File: config.mk
export PLATFORM = sky130hd
export DESIGN_NAME = peak_window_capture
export DESIGN_NICKNAME = d
export VERILOG_FILES = /design/src/rtl/pkc_pkg.sv /design/src/rtl/pkc_reset_sync.sv /design/src/rtl/pkc_peak.sv /design/src/rtl/pkc_window.sv /design/src/rtl/pkc_regs.sv /design/src/rtl/peak_window_capture.sv
export SDC_FILE = /design/constraint.sdc
export NUM_CORES = 1
export LEC_CHECK = 0
export ABC_CLOCK_PERIOD_IN_PS = 2500
export BUFFER_PORTS_ARGS = -buffer_cell sky130_fd_sc_hd__buf_2
export CORE_ASPECT_RATIO = 0.8
export CORE_MARGIN = 5
export CORE_UTILIZATION = 60
export CTS_BUF_LIST = sky130_fd_sc_hd__clkbuf_8
export CTS_CLUSTER_SIZE = 24
export DETAILED_ROUTE_END_ITERATION = 10
export GPL_TIMING_DRIVEN = 0
export PLACE_DENSITY = 0.92
export SYNTH_ARGS = -nofsm -noshare
export SYNTH_HDL_FRONTEND = slang
export SYNTH_SLANG_ARGS = --single-unit
export TNS_END_PERCENT = 5
File: constraint.sdc
create_clock -name clk -period 2.5 [get_ports clk]
set_input_delay 0.375 -clock clk [delete_from_list [all_inputs] [get_ports clk]]
set_output_delay 0.375 -clock clk [all_outputs]
set_load 0.1 [all_outputs]
File: src/rtl/pkc_pkg.sv
package pkc_pkg;

  localparam int RES_W    = 12;
  localparam int RES_LO_W = 8;
  localparam int RES_HI_W = RES_W - RES_LO_W;
  localparam int BYTE_W   = 8;

  typedef enum logic [1:0] {
    ADDR_CTRL   = 2'd0,
    ADDR_RES_LO = 2'd1,
    ADDR_RES_HI = 2'd2,
    ADDR_SPARE  = 2'd3
  } reg_addr_e;

  typedef struct packed {
    logic stop;
    logic mode;
    logic bw;
  } ctrl_t;

endpackage

File: src/rtl/pkc_reset_sync.sv
module pkc_reset_sync #(
  parameter int STAGES = 2
) (
  input  logic clk,
  input  logic rst_n,
  output logic rst_sync_n
);

  logic [STAGES-1:0] sync_q;
  logic [STAGES-1:0] sync_d;

  always_comb begin
    sync_d = {sync_q[STAGES-2:0], 1'b1};
  end

  always_ff @(posedge clk or negedge rst_n) begin
    if (!rst_n) sync_q <= '0;
    else        sync_q <= sync_d;
  end

  assign rst_sync_n = sync_q[STAGES-1];

endmodule

File: src/rtl/pkc_peak.sv
module pkc_peak
  import pkc_pkg::*;
#(
  parameter int SAMPLE_W = 16
) (
  input  logic                clk,
  input  logic                rst_n,
  input  logic                smp_valid,
  input  logic [SAMPLE_W-1:0] smp_data,
  input  logic                close,
  output logic [RES_W-1:0]    peak
);

  localparam logic [RES_W-1:0] SAT_MAX = '1;

  logic [RES_W-1:0] sat_val;
  logic [RES_W-1:0] peak_q;
  logic [RES_W-1:0] peak_d;
  logic             peak_en;

  // clamp: negative -> 0, above range -> all ones
  always_comb begin
    if (smp_data[SAMPLE_W-1])
      sat_val = '0;
    else if (|smp_data[SAMPLE_W-2:RES_W])
      sat_val = SAT_MAX;
    else
      sat_val = smp_data[RES_W-1:0];
  end

  always_comb begin
    peak_en = 1'b0;
    peak_d  = peak_q;
    if (close) begin
      peak_en = 1'b1;
      peak_d  = smp_valid ? sat_val : '0;
    end else if (smp_valid && (sat_val > peak_q)) begin
      peak_en = 1'b1;
      peak_d  = sat_val;
    end
  end

  always_ff @(posedge clk or negedge rst_n) begin
    if (!rst_n)       peak_q <= '0;
    else if (peak_en) peak_q <= peak_d;
  end

  assign peak = peak_q;

  p_neg_hold_r8: assert property (@(posedge clk) disable iff (!rst_n)
    (smp_valid && smp_data[SAMPLE_W-1] && !close) |=> $stable(peak_q));

  p_clear_r9: assert property (@(posedge clk) disable iff (!rst_n)
    (close && !smp_valid) |=> (peak_q == '0));

endmodule

File: src/rtl/pkc_window.sv
module pkc_window
  import pkc_pkg::*;
#(
  parameter int CYCLES_PER_WINDOW = 125_000_000
) (
  input  logic  clk,
  input  logic  rst_n,
  input  ctrl_t ctrl,
  output logic  close
);

  localparam int CNT_W = (CYCLES_PER_WINDOW > 2) ? $clog2(CYCLES_PER_WINDOW) : 1;
  localparam logic [CNT_W-1:0] CNT_LAST = CNT_W'(CYCLES_PER_WINDOW - 1);

  logic             stop_q;
  logic             mode_q;
  logic [CNT_W-1:0] cnt_q;
  logic [CNT_W-1:0] cnt_d;
  logic             close_man;
  logic             close_auto;

  always_comb begin
    close_man  = ctrl.stop && !stop_q && !ctrl.mode;
    close_auto = ctrl.mode && mode_q && (cnt_q == CNT_LAST);
    close      = close_man || close_auto;
  end

  always_comb begin
    if (!ctrl.mode || (ctrl.mode != mode_q))
      cnt_d = '0;
    else if (cnt_q == CNT_LAST)
      cnt_d = '0;
    else
      cnt_d = cnt_q + 1'b1;
  end

  always_ff @(posedge clk or negedge rst_n) begin
    if (!rst_n) begin
      stop_q <= 1'b0;
      mode_q <= 1'b0;
      cnt_q  <= '0;
    end else begin
      stop_q <= ctrl.stop;
      mode_q <= ctrl.mode;
      cnt_q  <= cnt_d;
    end
  end

  p_restart_r5: assert property (@(posedge clk) disable iff (!rst_n)
    (ctrl.mode != mode_q) |=> (cnt_q == '0));

  p_single_close_r5: assert property (@(posedge clk) disable iff (!rst_n)
    close |=> !close);

  p_stop_repeat_r3: assert property (@(posedge clk) disable iff (!rst_n)
    ($past(ctrl.stop) && ctrl.stop && !ctrl.mode) |-> !close);

endmodule

File: src/rtl/pkc_regs.sv
module pkc_regs
  import pkc_pkg::*;
(
  input  logic              clk,
  input  logic              rst_n,
  input  logic [1:0]        reg_addr,
  input  logic              reg_wr,
  input  logic [BYTE_W-1:0] reg_wdata,
  output logic [BYTE_W-1:0] reg_rdata,
  input  logic              close,
  input  logic [RES_W-1:0]  peak,
  output ctrl_t             ctrl
);

  ctrl_t            ctrl_q;
  ctrl_t            ctrl_d;
  logic             ctrl_en;
  logic [RES_W-1:0] res_q;
  logic             unused_wdata;

  assign unused_wdata = ^reg_wdata[BYTE_W-1:3];

  always_comb begin
    ctrl_en = reg_wr && (reg_addr == ADDR_CTRL);
    ctrl_d  = '{stop: reg_wdata[2], mode: reg_wdata[1], bw: reg_wdata[0]};
  end

  always_ff @(posedge clk or negedge rst_n) begin
    if (!rst_n)       ctrl_q <= '0;
    else if (ctrl_en) ctrl_q <= ctrl_d;
  end

  always_ff @(posedge clk or negedge rst_n) begin
    if (!rst_n)     res_q <= '0;
    else if (close) res_q <= peak;
  end

  always_comb begin
    unique case (reg_addr)
      ADDR_CTRL:   reg_rdata = {5'b0, ctrl_q.stop, ctrl_q.mode, ctrl_q.bw};
      ADDR_RES_LO: reg_rdata = res_q[RES_LO_W-1:0];
      ADDR_RES_HI: reg_rdata = {{(BYTE_W-RES_HI_W){1'b0}}, res_q[RES_W-1:RES_LO_W]};
      default:     reg_rdata = '0;
    endcase
  end

  assign ctrl = ctrl_q;

  p_result_hold_r2: assert property (@(posedge clk) disable iff (!rst_n)
    !close |=> $stable(res_q));

  p_result_take_r10: assert property (@(posedge clk) disable iff (!rst_n)
    close |=> (res_q == $past(peak)));

endmodule

File: src/rtl/peak_window_capture.sv
module peak_window_capture
  import pkc_pkg::*;
#(
  parameter int SAMPLE_W          = 16,
  parameter int CYCLES_PER_WINDOW = 125_000_000
) (
  input  logic                clk,
  input  logic                rst_n,
  input  logic [1:0]          reg_addr,
  input  logic                reg_wr,
  input  logic [7:0]          reg_wdata,
  output logic [7:0]          reg_rdata,
  input  logic                smp_valid,
  input  logic [SAMPLE_W-1:0] smp_data,
  output logic                bw_sel
);

  logic             rst_i_n;
  ctrl_t            ctrl;
  logic             close;
  logic [RES_W-1:0] peak;

  pkc_reset_sync #(.STAGES(2)) u_rst (
    .clk        (clk),
    .rst_n      (rst_n),
    .rst_sync_n (rst_i_n)
  );

  pkc_regs u_regs (
    .clk       (clk),
    .rst_n     (rst_i_n),
    .reg_addr  (reg_addr),
    .reg_wr    (reg_wr),
    .reg_wdata (reg_wdata),
    .reg_rdata (reg_rdata),
    .close     (close),
    .peak      (peak),
    .ctrl      (ctrl)
  );

  pkc_window #(.CYCLES_PER_WINDOW(CYCLES_PER_WINDOW)) u_win (
    .clk   (clk),
    .rst_n (rst_i_n),
    .ctrl  (ctrl),
    .close (close)
  );

  pkc_peak #(.SAMPLE_W(SAMPLE_W)) u_peak (
    .clk       (clk),
    .rst_n     (rst_i_n),
    .smp_valid (smp_valid),
    .smp_data  (smp_data),
    .close     (close),
    .peak      (peak)
  );

  assign bw_sel = ctrl.bw;

  p_ctrl_rsvd_r1: assert property (@(posedge clk) disable iff (!rst_i_n)
    (reg_addr == ADDR_CTRL) |-> (reg_rdata[7:3] == '0));

  p_hi_zero_r6: assert property (@(posedge clk) disable iff (!rst_i_n)
    (reg_addr == ADDR_RES_HI) |-> (reg_rdata[7:4] == '0));

  p_auto_no_stop_r4: assert property (@(posedge clk) disable iff (!rst_i_n)
    ($rose(ctrl.stop) && ctrl.mode && $past(ctrl.mode)) |-> !u_win.close_man);

endmodule

Word-level counts from Yosys, hierarchy flattened
Cells that the tools add are included.
- register bits after elaboration: 58
- input port bits: 30
- ROM bits: 0
- bits in writable memories: 0
- word-level logic and storage cells: 39
- memories kept: 0
- latch bits: 0
- div/mod/pow operators: 0
- multiply operators: 0
- order comparisons: 1
- shifts and indexed selects: 0
- bitwise operators: 0
- multiplexer cells: 10
- eq/ne operators: 4
- reductions and logical operators: 14
- add/subtract/negate cells: 1
- operator list (operator ; number):
    2-to-1 mux 12 bit ; 5
    2-to-1 mux 27 bit ; 2
    adder 27 x 1 -> 27 bit, second input constant ; 1
    equality test 27 bit, second input constant ; 1
    one-hot mux 8 bit (3 select lines) ; 1
    greater-than comparator 12 bit ; 1
    logical AND 1 bit ; 6
    OR reduction 3 bit ; 1
    equality test 2 x 1 -> 1 bit, second input constant ; 1
    equality test 2 bit, second input constant ; 1
    logical NOT 1 bit ; 2
    logical NOT 2 bit ; 1
    logical OR 1 bit ; 2
    2-to-1 mux 1 bit ; 2
    AND reduction 2 bit ; 1
    nonzero test 2 bit ; 1
    != test 1 bit ; 1

Depth between registers and ports, before layout
- word-level depth: 8
- depth in mapped cells: 13
- gate-level depth less buffers: 11

Cells and area by module
From an unflattened synthesis, not the netlist that was laid out.
- cells, all modules: 325
- area total of the unflattened synthesis: 3269.4 um^2
- by module, submodules not included (module ; cells each ; sequential area each (um^2) ; times used ; area an instance (um^2)):
    pkc_window ; 164 ; 725.7 ; 1 ; 1572.8
    pkc_peak ; 112 ; 300.3 ; 1 ; 962.2
    pkc_regs ; 46 ; 375.4 ; 1 ; 680.7
    pkc_reset_sync ; 3 ; 50.0 ; 1 ; 53.8

Worst setup path before layout
Ideal clock, no wire load.
- path type: register to output
- start point: register u_regs.ctrl_q, in the netlist u_regs.ctrl[0]
- end point: output port reg_rdata[0]
- stages on the path, launching flop included: 3
- data arrival time: 3197 ps
- path slack: -1072 ps
- cell sequence: dfrtp_1 -> mux2i_1 -> o21ai_0
- cells in the longest elaborated chain, start to end: 1
- ends and longest elaborated chain (item ; RTL line ; text):
    start: declaration ; pkc_regs.sv:15 ; ctrl_t ctrl_q;
    start signal: assignment ; pkc_regs.sv:30 ; else if (ctrl_en) ctrl_q <= ctrl_d;
    one-hot mux 8 bit (3 select lines) ; pkc_regs.sv:39 ; unique case (reg_addr)
    end: declaration ; peak_window_capture.sv:12 ; output logic [7:0] reg_rdata,
Every way passes these cells.

Worst setup path in the final report
- start point: input port smp_data[13]
- end point: register u_peak.peak_q[2] (netlist: u_peak.peak[2])
- cells in the longest elaborated chain, start to end: 8
- elaborated cells between the ends (all ways): 12
- ends and longest elaborated chain (item ; RTL line ; text):
    start: declaration ; peak_window_capture.sv:14 ; input logic [SAMPLE_W-1:0] smp_data,
    OR reduction 3 bit * ; pkc_peak.sv:25 ; else if (|smp_data[SAMPLE_W-2:RES_W])
    2-to-1 mux 12 bit * ; pkc_peak.sv:25 ;
    2-to-1 mux 12 bit * ; pkc_peak.sv:23 ; if (smp_data[SAMPLE_W-1])
    greater-than comparator 12 bit ; pkc_peak.sv:37 ; end else if (smp_valid && (sat_val > peak_q)) begin
    logical AND 1 bit ; pkc_peak.sv:37 ;
    2-to-1 mux 1 bit ; pkc_peak.sv:37 ;
    2-to-1 mux 1 bit ; pkc_peak.sv:34 ; if (close) begin
    AND reduction 2 bit (no source line) ; n/a ;
    end signal: assignment ; pkc_peak.sv:45 ; else if (peak_en) peak_q <= peak_d;
    end: declaration ; pkc_peak.sv:17 ; logic [RES_W-1:0] peak_q;
Mark *: on every way between the ends. The rest lies on a longest branch, timed or not. The select of a mux whose other input is x is not followed.
A chain may end at the register's enable or synchronous reset.

==> report_table.html <==
<table>
<tr><th>Metric</th><th>Value</th></tr>
<tr><th colspan="2">Outcome</th></tr>
<tr><td>Outcome</td><td>finished, violations left</td></tr>
<tr><td>Violations in the final reports</td><td>setup timing</td></tr>
<tr><th colspan="2">Floorplan</th></tr>
<tr><td>Top-level I/O count</td><td>39</td></tr>
<tr><td>Placeable core region</td><td>0.004950 mm2</td></tr>
<tr><td>Area enclosed by the die boundary</td><td>0.006550 mm2</td></tr>
<tr><td>Height of the die</td><td>73.40 um</td></tr>
<tr><td>Die Wd</td><td>89.25 um</td></tr>
<tr><td>Initial standard-cell utilization of the core</td><td>60.89%</td></tr>
<tr><td># rows</td><td>23</td></tr>
<tr><th colspan="2">Worst setup path</th></tr>
<tr><td>Launching element of the worst setup path</td><td>smp_data[13]</td></tr>
<tr><td>Start of the worst register-to-register path</td><td>u_win.cnt_q[9]</td></tr>
<tr><td>Most prevalent standard cell on the critical path</td><td>buf_6</td></tr>
<tr><td>Reg2Reg Capture Point</td><td>u_peak.peak[2]</td></tr>
<tr><td>Maximum fanout along the worst path</td><td>10</td></tr>
<tr><td>Slowest-stage cell, CP</td><td>or3_4</td></tr>
<tr><td>Worst R2R Path Depth</td><td>7</td></tr>
<tr><td>Crit Path Category</td><td>input pin to register</td></tr>
<tr><td>Arrival time at the worst endpoint</td><td>2.77 ns</td></tr>
<tr><td>Critical path's largest stage delay</td><td>0.41 ns</td></tr>
<tr><td>Crit. End Element</td><td>register</td></tr>
<tr><td>Required time at the endpoint of the critical path</td><td>2.71 ns</td></tr>
<tr><td>R2r setup slk</td><td>0.22 ns</td></tr>
<tr><td>Critical path launch point type</td><td>input pin</td></tr>
<tr><td>Cell breakdown of the critical path</td><td>buf_6 &gt; or3_4 &gt; buf_8 &gt; nor2_2 &gt; nor2_1 &gt; ha_1 &gt; inv_2 &gt; a2111oi_4 &gt; o21ai_1 &gt; o211a_1 &gt; o21a_1 &gt; buf_6 &gt; a22o_1</td></tr>
<tr><th colspan="2">Timing</th></tr>
<tr><td>Unrepaired setup endpoints after global routing</td><td>true</td></tr>
<tr><td>Final Skew</td><td>0.009506 ns</td></tr>
<tr><td>Smallest hold slack</td><td>0.1650 ns</td></tr>
<tr><td>Hold Vio Cnt, Final</td><td>0</td></tr>
<tr><td>Final-report setup violation count</td><td>11</td></tr>
<tr><td>Post-layout min period</td><td>2.560 ns</td></tr>
<tr><td>Worst path setup slack after routing</td><td>-0.05977 ns</td></tr>
<tr><td>TNS Setup</td><td>-0.4598 ns</td></tr>
<tr><td>Transition time at the pin with the least slew margin</td><td>0.5992 ns</td></tr>
<tr><td>Relative slew margins</td><td>59.72%</td></tr>
<tr><td>Max Transition Viols Final</td><td>0</td></tr>
<tr><td>Part of the cycle the worst path needs</td><td>102.4%</td></tr>
<tr><td>Maximum clock rate</td><td>0.3907 GHz</td></tr>
<tr><th colspan="2">Synthesis</th></tr>
<tr><td>Number of flops mapped to enable cells by yosys</td><td>0</td></tr>
<tr><td>Distinct cell type count after synthesis</td><td>44</td></tr>
<tr><td>Most area-hungry cell type in the Yosys netlist</td><td>dfrtp_1</td></tr>
<tr><td>Cell area after synthesis</td><td>0.003014 mm2</td></tr>
<tr><td>Synth cell count leaders</td><td>dfrtp_1, nor2_1, nand2_1</td></tr>
<tr><td>Synth Area in Compound Gates</td><td>10.42%</td></tr>
<tr><td>Basic-gate share of the synthesized area counting and, or, nand and nor cells</td><td>23.45%</td></tr>
<tr><td>Adder-cell area share of the yosys netlist</td><td>4.981%</td></tr>
<tr><td>Xor/xnor share of the synthesized area</td><td>7.264%</td></tr>
<tr><td>Net count after synthesis</td><td>355</td></tr>
<tr><td>Top-count cell post-synth</td><td>dfrtp_1</td></tr>
<tr><td>Count of yosys warnings during synthesis</td><td>0</td></tr>
<tr><td>Cells taking the most area after synthesis</td><td>dfrtp_1, nor2_1, ha_1</td></tr>
<tr><td>Dominant synthesized flop cell</td><td>dfrtp_1</td></tr>
<tr><td>Mean Syn Cell Area</td><td>9.630 um2</td></tr>
<tr><td>Count of mapped cells out of synthesis</td><td>313</td></tr>
<tr><td>Largest family of logic cells by synthesized area</td><td>simple AND/OR/NAND/NOR gates</td></tr>
<tr><td>Share of synthesized registers carrying an async set or reset</td><td>100.0%</td></tr>
<tr><td>Share of the synthesized area in the top cell type</td><td>48.15%</td></tr>
<tr><td>Number of synthesized register bits</td><td>58</td></tr>
<tr><td>Multiplexer area fraction after synthesis</td><td>2.117%</td></tr>
<tr><td>Sequential-to-total area share from yosys stat</td><td>48.15%</td></tr>
<tr><th colspan="2">Global routing</th></tr>
<tr><td>First-pass GRT wire length</td><td>10850 um</td></tr>
<tr><td>Initial antenna violation count</td><td>0</td></tr>
<tr><td>Largest net degree at the start of global routing</td><td>44</td></tr>
<tr><td>Congestion Overflow GR</td><td>0</td></tr>
<tr><td>GRT Overall Usage</td><td>21.51%</td></tr>
<tr><td>Vias in the first global route</td><td>2359</td></tr>
<tr><th colspan="2">Finish</th></tr>
<tr><td>Area added between synthesis and finish</td><td>19.55%</td></tr>
<tr><td>Post-route insts no fill</td><td>427</td></tr>
<tr><td>Layout cells sized above 1</td><td>20.82%</td></tr>
<tr><td>Utilization after layout</td><td>72.80%</td></tr>
<tr><td>NumNets Final</td><td>402</td></tr>
<tr><td>Final std cell area, no fill</td><td>0.003603 mm2</td></tr>
<tr><td>Antenna cell count</td><td>0</td></tr>
<tr><th colspan="2">Detailed routing</th></tr>
<tr><td>Initial drt markers</td><td>290</td></tr>
<tr><td>Routed wire per std cell</td><td>15.78 um</td></tr>
<tr><td>Total length of routed wires</td><td>6740 um</td></tr>
<tr><td>Remaining routing DRC violations</td><td>0</td></tr>
<tr><td>Via density per instance</td><td>5.792</td></tr>
<tr><td>Number of detailed-route iterations in the first pass</td><td>5</td></tr>
<tr><td>Detailed-route via count</td><td>2473</td></tr>
<tr><td>Post-route ant nets</td><td>0</td></tr>
<tr><th colspan="2">Placed design</th></tr>
<tr><td>Post-Place Setup Slack</td><td>-0.7421 ns</td></tr>
<tr><td>RD Place Congestion</td><td>0.8034</td></tr>
<tr><td>Number of input and output port buffers inserted</td><td>32</td></tr>
<tr><td>Total placed instance area</td><td>0.003273 mm2</td></tr>
<tr><td>Half-perimeter wire length after placement</td><td>4791 um</td></tr>
<tr><td>Number of instances in the placed design</td><td>408</td></tr>
<tr><th colspan="2">Pwr</th></tr>
<tr><td>Pwr/cell area</td><td>891.5 mW/mm2</td></tr>
<tr><td>Switching part of the total</td><td>36.14%</td></tr>
<tr><td>Relative contribution of combinational cells to total power</td><td>32.0%</td></tr>
<tr><td>Total Power Consumption</td><td>3.213 mW</td></tr>
<tr><td>Net Sw Power</td><td>1.161 mW</td></tr>
<tr><td>Portion of total power attributed to sequential cells</td><td>39.5%</td></tr>
<tr><td>VDD IR-drop max</td><td>0.5605 mV</td></tr>
<tr><td>Cell leakage power</td><td>1.663 nW</td></tr>
<tr><td>Clk network pwr share</td><td>28.5%</td></tr>
<tr><td>Internal power</td><td>2.052 mW</td></tr>
<tr><th colspan="2">Clocking</th></tr>
<tr><td>CTS HTree Levels</td><td>3</td></tr>
<tr><td>Clock input transition at the sequential cells of the worst setup and hold paths</td><td>0.07 ns</td></tr>
<tr><td>Root Buffer</td><td>clkbuf_8</td></tr>
<tr><td>Number of clock sinks</td><td>58</td></tr>
<tr><td>CTS tree</td><td>yes</td></tr>
<tr><td>Clock latency on the worst-skew pair</td><td>0.33 ns</td></tr>
<tr><td>Inserted Clock Buffers</td><td>9</td></tr>
<tr><td>Maximum count of clock buffers along a single path</td><td>2</td></tr>
<tr><th colspan="2">Job</th></tr>
<tr><td>Max Cap Viol</td><td>0</td></tr>
<tr><th colspan="2">Worst hold path</th></tr>
<tr><td>Hold Crit Class</td><td>register to async pin</td></tr>
</table>
-- cells by family (layout without fill, tap and decap cells) --
| logic type | after synthesis | in the layout |
|---|---|---|
| flops | 58 | 58 |
| buf+inv | 25 | 77 |
| compound gates | 42 | 42 |
| fa+ha+maj | 12 | 12 |
| xor+xnor | 25 | 25 |
| other cells | 1 | 1 |
| mux | 6 | 6 |
| simple gates | 144 | 144 |
-- routing by layer --
metal | wire [um] | GRT usage (%)
met3 | 529 | 5.269
met2 | 3129 | 32.38
met4 | 78 | 7.769
met5 | 0 | 0
met1 | 3002 | 30.27
-- flip-flops by register name, indices dropped and copies added, names as in the netlist --
register,flops
u_win.cnt_q,27
u_rst.sync_q,2
u_regs.ctrl,3
u_win.mode_q,1
u_win.stop_q,1
u_regs.res_q,12
u_peak.peak,12
-- power by group through the flow --
| stage | logic (mW) | clock network, mW | registers [mW] |
|---|---|---|---|
| after CTS | 0.978 | 0.925 | 1.26 |
| after detailed placement | 0.929 | 0 | 1.28 |
| after global routing | 1.10 | 0.976 | 1.28 |
| after global placement | 0.864 | 0 | 1.28 |
| after floorplan | 0.694 | 0 | 1.27 |
| final | 1.03 | 0.917 | 1.27 |
-- worst max path at each step --
stage	depth (start not counted)	slack (ns)	to
3_3_place_gp	13	-0.53	u_peak.peak[4]
2_1_floorplan	3	-0.69	reg_rdata[2]
3_5_place_dp	13	-0.74	u_peak.peak[1]
5_1_grt	13	-0.12	u_peak.peak[2]
6_report	13	-0.06	u_peak.peak[2]
4_1_cts	13	-0.01	u_peak.peak[2]
-- layout by cell type, fill, tap and decap left out, types with 4 or more instances in the layout --
master and instances:
o21ai_0 12, or3_1 4, inv_1 16, nor3_1 5, a22o_1 12, nand2_1 37
clkbuf_8 9, o21ai_1 5, and2_1 6, buf_2 32, dfrtp_1 57, nand3_1 5
nor2_1 50, nor2_2 4, xor2_1 14, clkbuf_1 4, xnor2_1 11, ha_1 11
nand4_1 8, and3_1 8
-- worst max-delay path: cells and delay by family --
family                   cells  cell delay [ns]
AND/OR/NAND/NOR              3             0.57
buffers and inverters        4             0.46
adder cells (fa/ha/maj)      1             0.34
AO/OA/AOI/OAI                5             1.02
-- timing repair --
item / 4_1_cts / 5_1_grt
endpoints found under the hold margin: 2 / 0
endpoints found under the setup margin: 12 / 13
setup buffers: 1 / 0
resized for setup: 14 / 9
gates cloned: 1 / 0
hold buffers: 1 / 0
pin swaps: 3 / 1
-- cell type report --
cell class | count | area [um2]
multi-input combinational | 230 | 1526
timing repair buffer | 36 | 217.7
clock buffer | 9 | 123.9
inverter | 16 | 60.06
sequential | 58 | 1453
tap | 62 | 77.57
clock inverter | 7 | 86.33
buffer | 9 | 58.81
fill | 353 | 1346
No activity file was read; power rests on OpenSTA's default activity.
